### src/rtl/duc_pkg.sv
package duc_pkg;

    parameter int unsigned CODE_W = 18;

    typedef logic [CODE_W-1:0] code_t;

    typedef enum logic {
        TGT_INPUT   = 1'b0,
        TGT_CLRCODE = 1'b1
    } wr_tgt_e;

    typedef struct packed {
        code_t inp;
        code_t clr_code;
        code_t dac;
    } dac_regs_t;

    typedef struct packed {
        logic frame_prev;
        logic load_prev;
        logic async_seen;
    } mode_st_t;

    localparam int unsigned PIN_FRAME = 0;
    localparam int unsigned PIN_LOAD  = 1;
    localparam int unsigned PIN_CLEAR = 2;
    localparam int unsigned PIN_HWRST = 3;
    localparam int unsigned NUM_PINS  = 4;

endpackage

### src/rtl/duc_pin_sync.sv
// Multi-stage synchroniser for active-low pins; idles high in reset.
// STAGES must be at least 2.
module duc_pin_sync #(
    parameter int unsigned NPINS  = 4,
    parameter int unsigned STAGES = 2
) (
    input  logic             clk,
    input  logic             rst_n,
    input  logic [NPINS-1:0] pins_i,
    output logic [NPINS-1:0] pins_o
);

    for (genvar p = 0; p < NPINS; p++) begin : g_pin
        logic [STAGES-1:0] chain_d, chain_q;

        always_comb begin
            chain_d = {chain_q[STAGES-2:0], pins_i[p]};
        end

        always_ff @(posedge clk or negedge rst_n) begin
            if (!rst_n) chain_q <= '1;
            else        chain_q <= chain_d;
        end

        assign pins_o[p] = chain_q[STAGES-1];
    end

endmodule

### src/rtl/duc_clear_filter.sv
// Qualifies the synchronised clear pin: active only after MIN_LOW
// consecutive low cycles.
module duc_clear_filter #(
    parameter int unsigned MIN_LOW = 2
) (
    input  logic clk,
    input  logic rst_n,
    input  logic clear_n_s,
    output logic clr_active
);

    localparam int unsigned      CNT_W   = $clog2(MIN_LOW + 1);
    localparam logic [CNT_W-1:0] CNT_TOP = CNT_W'(MIN_LOW - 1);

    logic [CNT_W-1:0] run_d, run_q;

    always_comb begin
        if (clear_n_s)             run_d = '0;
        else if (run_q == CNT_TOP) run_d = run_q;
        else                       run_d = run_q + CNT_W'(1);
        clr_active = !clear_n_s && (run_q == CNT_TOP);
    end

    always_ff @(posedge clk or negedge rst_n) begin
        if (!rst_n) run_q <= '0;
        else        run_q <= run_d;
    end

    if (MIN_LOW >= 2) begin : g_chk
        // a qualified clear implies the pin was already low last cycle
        p_min_width_r7: assert property (@(posedge clk) disable iff (!rst_n)
            clr_active |-> (!clear_n_s && !$past(clear_n_s)));
    end

endmodule

### src/rtl/duc_frame_mode.sv
// Tracks whether the load pin was high during the current frame and
// detects load falling edges outside a frame.
module duc_frame_mode
    import duc_pkg::*;
(
    input  logic clk,
    input  logic rst_n,
    input  logic frame_n_s,
    input  logic load_n_s,
    output logic async_frame,
    output logic load_fall
);

    mode_st_t st_d, st_q;
    logic     frame_start;
    logic     high_in_frame;

    always_comb begin
        frame_start         = st_q.frame_prev && !frame_n_s;
        high_in_frame       = !frame_n_s && load_n_s;
        st_d.frame_prev     = frame_n_s;
        st_d.load_prev      = load_n_s;
        st_d.async_seen     = (frame_start ? 1'b0 : st_q.async_seen) || high_in_frame;
        load_fall           = st_q.load_prev && !load_n_s && frame_n_s;
    end

    always_ff @(posedge clk or negedge rst_n) begin
        if (!rst_n) st_q <= '{frame_prev: 1'b1, load_prev: 1'b1, async_seen: 1'b0};
        else        st_q <= st_d;
    end

    assign async_frame = st_q.async_seen;

    // load high inside a frame marks the frame asynchronous
    p_async_mark_r3: assert property (@(posedge clk) disable iff (!rst_n)
        (!frame_n_s && load_n_s) |=> async_frame);

endmodule

### src/rtl/dac_update_ctrl.sv
module dac_update_ctrl
    import duc_pkg::*;
#(
    parameter int unsigned SYNC_STAGES = 2,
    parameter int unsigned CLR_MIN     = 2
) (
    input  logic              clk,
    input  logic              rst_n,
    input  logic              frame_n,
    input  logic              load_n,
    input  logic              clear_n,
    input  logic              hwrst_n,
    input  logic              wr_valid,
    input  logic              wr_sel,
    input  logic [CODE_W-1:0] wr_data,
    input  logic              sw_clear,
    input  logic              sw_reset,
    output logic [CODE_W-1:0] dac_code
);

    logic [NUM_PINS-1:0] pins_raw;
    logic [NUM_PINS-1:0] pins_s;
    logic                clr_active;
    logic                async_frame;
    logic                load_fall;

    assign pins_raw = {hwrst_n, clear_n, load_n, frame_n};

    duc_pin_sync #(
        .NPINS  (NUM_PINS),
        .STAGES (SYNC_STAGES)
    ) u_sync (
        .clk    (clk),
        .rst_n  (rst_n),
        .pins_i (pins_raw),
        .pins_o (pins_s)
    );

    duc_clear_filter #(
        .MIN_LOW (CLR_MIN)
    ) u_clr (
        .clk        (clk),
        .rst_n      (rst_n),
        .clear_n_s  (pins_s[PIN_CLEAR]),
        .clr_active (clr_active)
    );

    duc_frame_mode u_mode (
        .clk         (clk),
        .rst_n       (rst_n),
        .frame_n_s   (pins_s[PIN_FRAME]),
        .load_n_s    (pins_s[PIN_LOAD]),
        .async_frame (async_frame),
        .load_fall   (load_fall)
    );

    dac_regs_t regs_d, regs_q;
    logic      reset_any;
    logic      clear_any;
    logic      wr_input;
    logic      wr_code;
    logic      commit_load;

    // Priority: reset > clear > synchronous commit > load edge
    always_comb begin
        reset_any   = !pins_s[PIN_HWRST] || sw_reset;
        clear_any   = clr_active || sw_clear;
        wr_input    = wr_valid && (wr_tgt_e'(wr_sel) == TGT_INPUT);
        wr_code     = wr_valid && (wr_tgt_e'(wr_sel) == TGT_CLRCODE);
        commit_load = wr_input && !async_frame;

        regs_d = regs_q;
        if (reset_any) begin
            regs_d = '0;
        end else begin
            if (wr_input) regs_d.inp      = wr_data;
            if (wr_code)  regs_d.clr_code = wr_data;
            if (clear_any)        regs_d.dac = regs_q.clr_code;
            else if (commit_load) regs_d.dac = wr_data;
            else if (load_fall)   regs_d.dac = regs_q.inp;
        end
    end

    always_ff @(posedge clk or negedge rst_n) begin
        if (!rst_n) regs_q <= '0;
        else        regs_q <= regs_d;
    end

    assign dac_code = regs_q.dac;

    // any reset source zeroes the output on the next clock
    p_reset_zero_r11: assert property (@(posedge clk) disable iff (!rst_n)
        reset_any |=> (dac_code == '0));

    // an active clear drives the stored clear code, blocking loads
    p_clear_wins_r8: assert property (@(posedge clk) disable iff (!rst_n)
        (clear_any && !reset_any) |=> (dac_code == $past(regs_q.clr_code)));

    // without any load, clear or reset the output holds
    p_hold_r9: assert property (@(posedge clk) disable iff (!rst_n)
        (!reset_any && !clear_any && !commit_load && !load_fall) |=> $stable(dac_code));

    // a synchronous commit lands on the output one clock later
    p_sync_commit_r2: assert property (@(posedge clk) disable iff (!rst_n)
        (commit_load && !clear_any && !reset_any) |=> (dac_code == $past(wr_data)));

endmodule

### config.mk
export PLATFORM = sky130hd
export DESIGN_NAME = dac_update_ctrl
export DESIGN_NICKNAME = d
export VERILOG_FILES = /design/src/rtl/duc_pkg.sv /design/src/rtl/duc_pin_sync.sv /design/src/rtl/duc_clear_filter.sv /design/src/rtl/duc_frame_mode.sv /design/src/rtl/dac_update_ctrl.sv
export SDC_FILE = /design/constraint.sdc
export NUM_CORES = 1
export LEC_CHECK = 0
export ABC_AREA = 1
export CELL_PAD_IN_SITES_DETAIL_PLACEMENT = 1
export CELL_PAD_IN_SITES_GLOBAL_PLACEMENT = 1
export CORE_MARGIN = 3
export CORE_UTILIZATION = 38
export CTS_BUF_LIST = sky130_fd_sc_hd__clkbuf_8
export DETAILED_ROUTE_END_ITERATION = 8
export PLACE_DENSITY = 0.79
export SLEW_MARGIN = 40
export SYNTH_ARGS = -nofsm -noshare
export SYNTH_HDL_FRONTEND = slang
export SYNTH_HIERARCHICAL = 1
export SYNTH_SLANG_ARGS = --single-unit
### constraint.sdc
create_clock -name clk -period 1.48 [get_ports clk]
set_input_delay 0.296 -clock clk [delete_from_list [all_inputs] [get_ports clk]]
set_output_delay 0.296 -clock clk [all_outputs]
set_load 0.05 [all_outputs]
==> flow_summary.toml <==
[critical_path]
worst_ep_required_time_ps = 1720
regToRegEndpoint = "regs_q[52]$_DFFE_PN0P_"
timing.critical_path.cells = "inv_2 -> nor2_1 -> buf_4 -> clkinvlp_4 -> nor2_4 -> buf_12 -> clkbuf_16 -> nand2_1 -> o31ai_1"
cpPeakStageDelay_ps = 530
cp.buffers_inverters = 5
cp_top_family = "buffers and inverters"
length_in_cells_of_the_worst_reg_to_reg_path = 9
reg2reg_setup_slack_ps = -170
timing.critical_path.to_type = "register"
worst_r2r_start = "u_sync/g_pin[3].chain_q[1]$_DFF_PN1_"
worstSetupPathDepth = 9
critPathCapture = "regs_q[52]$_DFFE_PN0P_"
worstSetupStartpoint = "u_sync/g_pin[3].chain_q[1]$_DFF_PN1_"
worstSetupPathType = "reg -> reg"
cp_slowest_cell = "sky130_fd_sc_hd__dfstp_2"
crit_arrival_ps = 1890
worst-path-max-fanout = 7
timing.critical_path.from_type = "register"

[cells_and_area]
syn_to_final_growth_pct = 40.9
antennaDiodeCount = 0
final_cell_count_no_fill = 574
nNetsFinal = 493
share_of_final_layout_standard_cells_stronger_than_drive_strength_1_pct = 26.9
stdcell_area_um2 = 4660
layout.cells.most_common = "sky130_fd_sc_hd__nand2_1"
layout.cells.most_common_list = "115 x sky130_fd_sc_hd__nand2_1, 61 x sky130_fd_sc_hd__inv_1, 57 x sky130_fd_sc_hd__dfrtp_1"

[clocking]
clock_tree.htree_level_count = 3
root_buffer = "sky130_fd_sc_hd__clkbuf_8"
cts_tree = "done"
path_clk_slew_ps = 80
number_of_buffers_added_by_the_clock_tree_synthesis_step = 9
clock_latency_ps = 350
cts.sinks = 67
cts-root-to-sink-buffers = 2

[place]
placed_instance_count = 546
detailed_place_hpwl_mm = 5.82
portBuffers = 45
global_placement_routability_congestion = 0.762
postPlaceCellArea_um2 = 4050

[timing]
grt_setup_unrepaired = "true"
setup_ws_ps = -174
report.final.hold_viol_count = 0
worst_slew_pin_slew_ps = 381
finClkSkew_ps = 8.53
final_period_minus_worst_setup_slack_ps = 1650
drv_slew = 0
relSlewSlack_pct = 74.6
layout_worst_path_cycle_share_pct = 112
fmax_mhz = 605
timing.final.setup_violations = 43

[global_route]
initial_antenna_violation_count = 0
grt-ovfl-total = 0
grt_first_pass_wirelength_mm = 14.8
grt_pass1_vias = 2907
grt_start_max_net_pins = 68
grt_util_all_layers_pct = 19.1

[power_and_ir_drop]
power-per-cell-area_nw_per_um2 = 1010
power_switching_share_pct = 31.3
net-switching-power_mw = 1.47
leakage_dissipation_nw = 2.34
p_total_mw = 4.69
clockPowerShare_pct = 32.3
power.sequential.fraction_pct = 43.5
largest_voltage_drop_on_the_vdd_net_uv = 500
share_comb_of_total_power_pct = 24.2
power_report.internal_total_mw = 3.23

[logic_synthesis]
yosysUniqueCellTypes = 20
synth_adder_area_share_pct = 0.378
synth.top_cells.by_area = "sky130_fd_sc_hd__dfrtp_1 43%, sky130_fd_sc_hd__nand2_1 15%, sky130_fd_sc_hd__nand3_1 8.8%, sky130_fd_sc_hd__dfstp_2 7.9%, sky130_fd_sc_hd__inv_1 7.1%"
synth.area.mux_share_pct = 0
synthXorXnorAreaFrac_pct = 0
avgSynthCellArea_um2 = 7.99
synth-compound-area-share_pct = 7.07
synth_top_family_by_area = "simple AND/OR/NAND/NOR gates"
synthDominantCellAreaShare_pct = 43.1
ys_seq_elements = 67
library_cell_occupying_the_most_area_in_the_post_synthesis_netlist = "sky130_fd_sc_hd__dfrtp_1"
post_synth_instance_area_um2 = 3310
synth.yosys.warnings = 6
synth_simple_gate_area_share_pct = 26.4
synth_sequential_area_ratio_pct = 51.1
post_synth_net_total = 443
synth_cells = 414

[drt]
routed_wl_mm = 11.1
average_wire_length_per_cell_after_detail_routing_um = 19.3
postRouteAntennaNets = 0
drtIter0Drc = 251
viasPerCell = 5.20
routed-via-count = 2984
drt_first_pass_iters = 5
remaining_drc_errors = 0

[floorplan]
design.portCount = 46
core.rowCount = 33
fp.dieW_um = 99.3
core_area_um2 = 8340
design.die.area_um2 = 9860
initial_core_util_pct = 39.7
die_height_um = 99.3

[status]
failed_checks = "negative setup slack"
run_status = "finished with violations"

[min_path]
timing.hold.worst.class = "in -> reg"

[job]
max_cap_viol = 0
layer usage:
layer  share of wire (%)  GRT usage, %
met1                  42          25.2
met3                 4.1          3.72
met5                   0             0
met2                  51          32.0
met4                 2.8          5.67
Yosys cell counts:
library cell	count
sky130_fd_sc_hd__nand3_4	1
sky130_fd_sc_hd__o21ai_0	16
sky130_fd_sc_hd__ha_1	1
sky130_fd_sc_hd__inv_2	4
sky130_fd_sc_hd__nor2_4	3
sky130_fd_sc_hd__nor2_1	4
sky130_fd_sc_hd__clkbuf_1	5
sky130_fd_sc_hd__o21ai_2	1
sky130_fd_sc_hd__nand2_2	1
sky130_fd_sc_hd__dfstp_2	10
sky130_fd_sc_hd__o31ai_1	18
sky130_fd_sc_hd__buf_4	23
sky130_fd_sc_hd__nand3_1	58
sky130_fd_sc_hd__nand2_1	134
sky130_fd_sc_hd__inv_1	63
sky130_fd_sc_hd__buf_2	10
sky130_fd_sc_hd__dfrtp_1	57
sky130_fd_sc_hd__o21ai_1	2
sky130_fd_sc_hd__nor2_2	1
sky130_fd_sc_hd__buf_1	2
timing repair:
action                     4_1_cts  5_1_grt
resized for setup               17       48
cloned                           0        5
pin swaps                        4        1
setup endpoints to repair       35       41
hold buffers                     1        0
hold endpoints to repair        57        0
buffers inserted                 3        3
logic make-up (layout without fill, tap and decap cells):
logic type | after synthesis | after routing
flops | 67 | 67
simple gates | 202 | 202
buf+inv | 107 | 162
compound gates | 37 | 37
fa+ha+maj | 1 | 1
flip-flops by register name, indices dropped and copies added, names as in the netlist:
signal / cells
regs_q: 36
u_clr/run_q: 2
u_mode/async_frame: 1
dac_code: 18
u_mode/st_q: 2
u_sync/g_pin.chain_q: 8
stage by stage:
| step | setup WS [ps] | hold slack (ps) | utilization, % | setup TNS [ps] |
|---|---|---|---|---|
| floorplan | -21.4 | 0.409 | - | -214 |
| global placement | -245 | 343 | 48.5 | -9120 |
| detailed placement | -308 | 345 | 48.5 | -11020 |
| CTS | -70.2 | 335 | 52.1 | -647 |
| global route | -260 | 322 | 55.9 | -7930 |
| finish | -174 | 340 | 55.9 | -4280 |
power groups by stage:
| stage | clock (mW) | combinational [mW] | sequential, mW |
|---|---|---|---|
| after global placement | 0 | 0.881 | 2.05 |
| after floorplan | 0 | 0.531 | 2.03 |
| after global routing | 1.64 | 1.23 | 2.05 |
| after CTS | 1.53 | 0.999 | 2.03 |
| after detailed placement | 0 | 0.926 | 2.06 |
| final | 1.52 | 1.14 | 2.04 |
area by class of cell:
class | instances | area, um^2
Multi-Input combinational cell | 240 | 1320
Clock inverter | 3 | 20.0
Timing Repair Buffer | 79 | 1060
Fill cell | 949 | 3680
Clock buffer | 13 | 179
Inverter | 67 | 260
Sequential cell | 67 | 1690
Tap cell | 105 | 131
worst min path at each step:
stage | start | endpoint | cells after the start
detailed placement | rst_n | dac_code[12]$_DFFE_PN0P_ | 2
CTS | frame_n | u_sync/g_pin[0].chain_q[0]$_DFF_PN1_ | 1
global route | frame_n | u_sync/g_pin[0].chain_q[0]$_DFF_PN1_ | 1
finish | frame_n | u_sync/g_pin[0].chain_q[0]$_DFF_PN1_ | 1
floorplan | rst_n | dac_code[0]$_DFFE_PN0P_ | 0
global placement | rst_n | dac_code[11]$_DFFE_PN0P_ | 2
Power figures use the tool's default switching activity.
